**src/rtl/vport_irq_merge.sv**
```systemverilog
module vport_irq_merge #(
  parameter logic [7:0] FALLBACK_VEC = 8'h0F
) (
  input  logic       clk,
  input  logic       rst_n,
  input  logic [3:0] stat_set,
  input  logic       reg_we,
  input  logic [1:0] reg_addr,
  input  logic [7:0] reg_wdata,
  input  logic       iack,
  output logic [3:0] status_o,
  output logic       irq_o,
  output logic [7:0] vec_o,
  output logic       vec_oe
);
  localparam logic [1:0] A_BASE = 2'd0, A_CTRL = 2'd1, A_CLR = 2'd2;

  logic [3:0] stat_q, en_q;
  logic       dma1_q, dma3_q, vinit_q, ack_q, held_oe_q;
  logic [5:0] vbase_q;
  logic [7:0] held_vec_q;
  logic [1:0] code;
  logic [3:0] qual, clr;
  logic [7:0] live_vec;
  logic       use_held;

  assign clr  = (reg_we && reg_addr == A_CLR) ? reg_wdata[3:0] : 4'b0;
  assign qual = stat_q & en_q & ~{1'b0, dma3_q, 1'b0, dma1_q};

  always_comb begin
    code = 2'd3;
    if      (qual[0]) code = 2'd0;
    else if (qual[1]) code = 2'd1;
    else if (qual[2]) code = 2'd2;
  end

  assign live_vec = vinit_q ? {vbase_q, code} : FALLBACK_VEC;
  assign use_held = iack & ack_q;
  assign irq_o    = |qual;
  assign status_o = stat_q;
  assign vec_oe   = iack & (use_held ? held_oe_q : irq_o);
  assign vec_o    = !vec_oe ? 8'h00 : (use_held ? held_vec_q : live_vec);

  always_ff @(posedge clk) begin
    if (!rst_n) begin
      stat_q     <= '0;
      en_q       <= '0;
      dma1_q     <= 1'b0;
      dma3_q     <= 1'b0;
      vbase_q    <= '0;
      vinit_q    <= 1'b0;
      ack_q      <= 1'b0;
      held_oe_q  <= 1'b0;
      held_vec_q <= '0;
    end else begin
      stat_q <= (stat_q & ~clr) | stat_set;
      if (reg_we && reg_addr == A_BASE) begin
        vbase_q <= reg_wdata[7:2];
        vinit_q <= 1'b1;
      end
      if (reg_we && reg_addr == A_CTRL) begin
        en_q   <= reg_wdata[3:0];
        dma1_q <= reg_wdata[4];
        dma3_q <= reg_wdata[5];
      end
      ack_q <= iack;
      if (iack && !ack_q) begin
        held_oe_q  <= irq_o;
        held_vec_q <= live_vec;
      end
    end
  end
endmodule

```
**config.mk**
```make
export PLATFORM = sky130hd
export DESIGN_NAME = vport_irq_merge
export DESIGN_NICKNAME = d
export VERILOG_FILES = /design/src/rtl/vport_irq_merge.sv
export SDC_FILE = /design/constraint.sdc
export NUM_CORES = 1
export LEC_CHECK = 0
export BUFFER_PORTS_ARGS = -buffer_cell sky130_fd_sc_hd__buf_4
export CAP_MARGIN = 20
export CORE_ASPECT_RATIO = 0.6
export CORE_UTILIZATION = 48
export CTS_BUF_LIST = sky130_fd_sc_hd__clkbuf_8
export DETAILED_ROUTE_END_ITERATION = 8
export PLACE_DENSITY = 0.76
export SYNTH_ARGS = -nofsm -noshare
export SYNTH_HDL_FRONTEND = slang
export SYNTH_SLANG_ARGS = --single-unit
```
**constraint.sdc**
```tcl
create_clock -name clk -period 1.4 [get_ports clk]
set_input_delay 0.28 -clock clk [delete_from_list [all_inputs] [get_ports clk]]
set_output_delay 0.28 -clock clk [all_outputs]
set_load 0.05 [all_outputs]
```
Yosys cells after proc, flatten, opt, wreduce, memory -nomap -nowiden
Cells that the tools add are included.
Storage, ports and cells
  bits of input ports: 18
  register bits: 27
  output and inout port bits: 14
Operators by class
  bitwise gates (word level): 8
  multiplexer cells: 8
  eq/ne operators: 2
  reduce and logical (&&, ||, !) cells: 7
Operators with widths (number)
  $mux 8: 3
  $and 4x4->4: 3
  $logic_and 1x1->1: 4
  $mux 2: 2
  $mux 4: 1
  $not 3->4: 1
  $not 4->4: 1
  $or 4x4->4: 1
  $reduce_or 4->1: 1
  $and 1x1->1: 2
  $eq 2x1->1 const B: 1
  $eq 2x2->1 const B: 1
  $logic_not 2->1: 1
  $mux 1: 2
  $logic_not 1->1: 1

Longest topological paths before layout
  word-level depth: 8
  depth in mapped cells: 4
  depth with buffers taken out: 4

Least setup slack after synthesis
OpenSTA, ideal clock, no wires.
  path type: flip-flop to output port
  start: reg stat_q[0] (netlist: status_o[0])
  end: out vec_o[2]
  path buffers: 0
  path slack: -1.575 ns
  arrival: 2.695 ns
  required time: 1.120 ns
  stages on the path, launching flop included: 5
  path through: dfxtp_1 and3b_1 a2111o_1 o211ai_4 a211oi_1
On the way
  word-level cells in the longest chain between the ends: 6
Ends and longest elaborated chain
  start: declaration: line 18  | logic [3:0] stat_q, en_q;
  start signal: assignment: line 56  | stat_q <= (stat_q & ~clr) | stat_set;
  $and 4x4->4 (2 in a row): line 28  | assign qual = stat_q & en_q & ~{1'b0, dma3_q, 1'b0, dma1_q};
  $reduce_or 4->1: line 39  | assign irq_o = |qual;
  via irq_o: line 12  | output logic irq_o,
  $mux 1: line 41  | assign vec_oe = iack & (use_held ? held_oe_q : irq_o);
  $and 1x1->1: line 41
  $mux 8: line 42  | assign vec_o = !vec_oe ? 8'h00 : (use_held ? held_vec_q : live_vec);
  end: declaration: line 13  | output logic [7:0] vec_o,
The timed path passes the listed nets, and every way through them passes these cells.

Worst setup path in the final report
  start: reg stat_q[0] (netlist: status_o[0])
  end: out vec_o[1]
On the way
  word-level cells in the longest chain between the ends: 6
Ends and longest elaborated chain (line)
  $and 4x4->4 (*) (2 in a row): 28
  $reduce_or 4->1 / $mux 2 (equally long branches): 39, 32
  $mux 1 / $mux 8 (equally long branches): 41, 37
  $and 1x1->1 / $mux 8 (equally long branches): 41, 42
  $mux 8 (*): 42
Mark *: on every way between the ends. The rest lies on a longest branch, timed or not.

==> results.yml <==
power:
  combinationalPowerShare_pct: 21.3
  switching_share_pct: 28.0
  intPower_mw: 1.16
  p_per_area_nw_per_um2: 886
  seqPwrFrac_pct: 51.2
  peakVddDrop_uv: 639
  switchingPower_uw: 450
  clockPowerShare_pct: 27.5
  power.leakage_nw: 0.769
global_route:
  antenna_found_initial: 0
  grt_pass1_wl_um: 4820
  grt_overflow: 0
  grtUsageTotal_pct: 25.0
  grt_max_degree: 28
  grt_pass1_vias: 1009
sta:
  worstMarginPinSlew_ns: 0.439
  fmax_ghz: 0.460
  grt_setup_unrepaired: "yes"
  setup_violations: 11
  fin_skew_ns: 0.00332
  fin_ws_ns: -0.772
  drv_slew: 0
  min_period_ns: 2.17
  finalHoldViolCount: 0
  final.period_utilization_pct: 155
  fin_tns_setup_ns: -7.36
  hold_ws_ns: 0.229
  maxSlewHeadroom_pct: 70.6
synth:
  synth_top_area_share_pct: 44.0
  synthMuxAreaShare_pct: 9.79
  syn_area_um2: 1230
  synthAdderAreaFrac_pct: 0
  synth_top_cell_by_area: "dfxtp_1"
  synth_fp_nets: 155
  synth-compound-area-share_pct: 14.1
  synth_flop_cell: "dfxtp_1"
  ys_ff_latch: 27
  synth_top_family_by_area: "simple AND/OR/NAND/NOR gates"
  yosysUniqueCellTypes: 25
  netlist_instances: 137
  synth_most_common_cell: "dfxtp_1"
  ys_seq_area_share_pct: 44.0
  synth-async-reset-ratio_pct: 0
  synth_common_cells: "dfxtp_1, nor2b_1, nand2_1"
  yosys.area_share.simple_pct: 29.8
  synth_xor_xnor_area_share_pct: 0
  yosys_warnings: 0
  synth_area_leaders: "dfxtp_1, mux2i_1, nor2b_1"
  avgSynthCellArea_um2: 8.96
  synth-edff-count: 0
setup_path:
  reg2reg_setup_slack_ns: -0.08
  cp.arrival_ns: 1.89
  r2r-start: "status_o[0]$_SDFF_PN0_"
  critPathRequiredTime_ns: 1.12
  worst-r2r-cell-count: 6
  worst-setup-path-type: "reg2out"
  reg2reg_to: "held_oe_q$_SDFFE_PN0P_"
  start_kind: "flop"
  end_kind: "output pin"
  worst-path-max-fanout: 5
finish:
  final_cells: 216
  fin_nets: 205
  utilization_pct: 79.2
  drive_gt1_share_pct: 39.2
  fill_cells: 150
  antenna_cells: 0
  area_growth_pct: 47.9
die:
  core-area_um2: 2290
  dieArea_um2: 2770
  die_h_um: 41.2
  rows: 13
  pin_count: 32
  start_util_pct: 53.5
  die_w_um: 67.3
min_path:
  min_path_cells: 3
  hold_class: "in2reg"
  hold_path_end: "status_o[1]$_SDFF_PN0_"
  hp-start: "stat_set[1]"
routing:
  wl_per_cell_um: 14.5
  vias: 1139
  drtIter0Drc: 101
  wl_um: 3120
  drc: 0
  dr.pass1.iters: 4
  vias_per_cell: 5.27
  ant_nets: 0
clocking:
  clk_path_buf_depth: 2
  htree_levels: 1
  cts_buffers: 3
  clkSinkCount: 27
  clk_pin_slew_ns: 0.09
  cts_tree: "yes"
  cts_hold_buf: 0
  insertion_delay_ns: 0.27
  cts-root-buf: "clkbuf_8"
placement:
  hpwl_um: 2270
  port_buffers: 31
  placedCellCount: 211
  routabilityCongestion: 0.717
job:
  cap_violations: 0
run_status:
  violations: "negative setup slack"
  status: "complete, but fails checks"
power groups by stage:
stage | clock network, mW | registers (mW) | logic, mW
4_1_cts | 0.447 | 0.824 | 0.337
5_1_grt | 0.490 | 0.829 | 0.365
3_5_place_dp | 0 | 0.841 | 0.316
2_1_floorplan | 0 | 0.867 | 0.151
3_3_place_gp | 0 | 0.839 | 0.310
6_report | 0.443 | 0.824 | 0.342
stage by stage:
step	worst slack [ns]	power (mW)	cell area [um^2]
floorplan	-0.912	1.02	1290
global placement	-0.508	1.15	1680
detailed placement	-0.551	1.16	1680
CTS	-0.757	1.61	1810
global route	-0.852	1.68	1820
finish	-0.772	1.61	1820
cells in the final DEF, fill, tap and decap left out, types with 2 or more instances in the layout:
| cell | n |
|---|---|
| a21oi_2 | 4 |
| o211a_1 | 2 |
| buf_4 | 38 |
| a21boi_0 | 6 |
| nor2b_1 | 19 |
| dfxtp_2 | 2 |
| a211oi_4 | 2 |
| nor2_1 | 7 |
| dfxtp_4 | 2 |
| and2_1 | 2 |
| mux2i_1 | 12 |
| nand2b_1 | 2 |
| a21oi_1 | 4 |
| clkbuf_8 | 3 |
| nand2_1 | 17 |
| buf_6 | 11 |
| dfxtp_1 | 23 |
| nand3_1 | 9 |
| buf_8 | 2 |
| and3b_1 | 3 |
| nor3b_1 | 3 |
registers in the layout (all words and copies together), names as in the netlist:
register and count:
held_vec_q 8, dma1_q 1, held_oe_q 1, vbase_q 6
dma3_q 1, vinit_q 1, en_q 4, status_o 4
ack_q 1
how the worst max path moves through the flow:
stage | start | endpoint | slack, ns | cells past startpoint
after CTS | status_o[0]$_SDFF_PN0_ | vec_o[1] | -0.76 | 6
after global routing | status_o[0]$_SDFF_PN0_ | vec_o[1] | -0.85 | 6
after detailed placement | dma3_q$_SDFFE_PN0P_ | vec_o[1] | -0.55 | 6
after global placement | dma3_q$_SDFFE_PN0P_ | vec_o[1] | -0.51 | 6
final | status_o[0]$_SDFF_PN0_ | vec_o[1] | -0.77 | 6
after floorplan | status_o[2]$_SDFF_PN0_ | vec_oe | -0.91 | 4
area by class of cell:
type,count,area (um^2),area share (%)
Clock buffer,3,41.3,2.27
Inverter,1,7.51,0.414
Timing Repair Buffer,51,439,24.2
Tap cell,30,37.5,2.07
Multi-Input combinational cell,103,734,40.5
Clock inverter,1,5.00,0.276
Sequential cell,27,551,30.3
metal layers:
metal	wire length [um]	up-vias	track usage [%]
met5	0	-	0
met4	21	0	5.85
met3	202	4	7.22
met2	1390	36	38.8
met1	1510	533	34.4
li1	-	566	-
cell families (layout without fill, tap and decap cells):
family | after synthesis | count (layout)
AO/OA/AOI/OAI | 23 | 23
buffers and inverters | 7 | 56
flip-flops | 27 | 27
multiplexers | 12 | 12
AND/OR/NAND/NOR | 68 | 68
critical path, stage by stage, from the launching register on:
cell and delay [ns]:
dfxtp_4 0.34, and3b_1 0.19, a2111o_2 0.45, o211ai_4 0.27
buf_6 0.18, nor3_4 0.04, buf_6 0.15
repair_timing:
item,in CTS,in global routing
setup buffers,2,0
pin swaps,3,1
endpoints found under the setup margin,11,12
gates resized for setup,19,2
No activity file was read; power rests on OpenSTA's default activity.
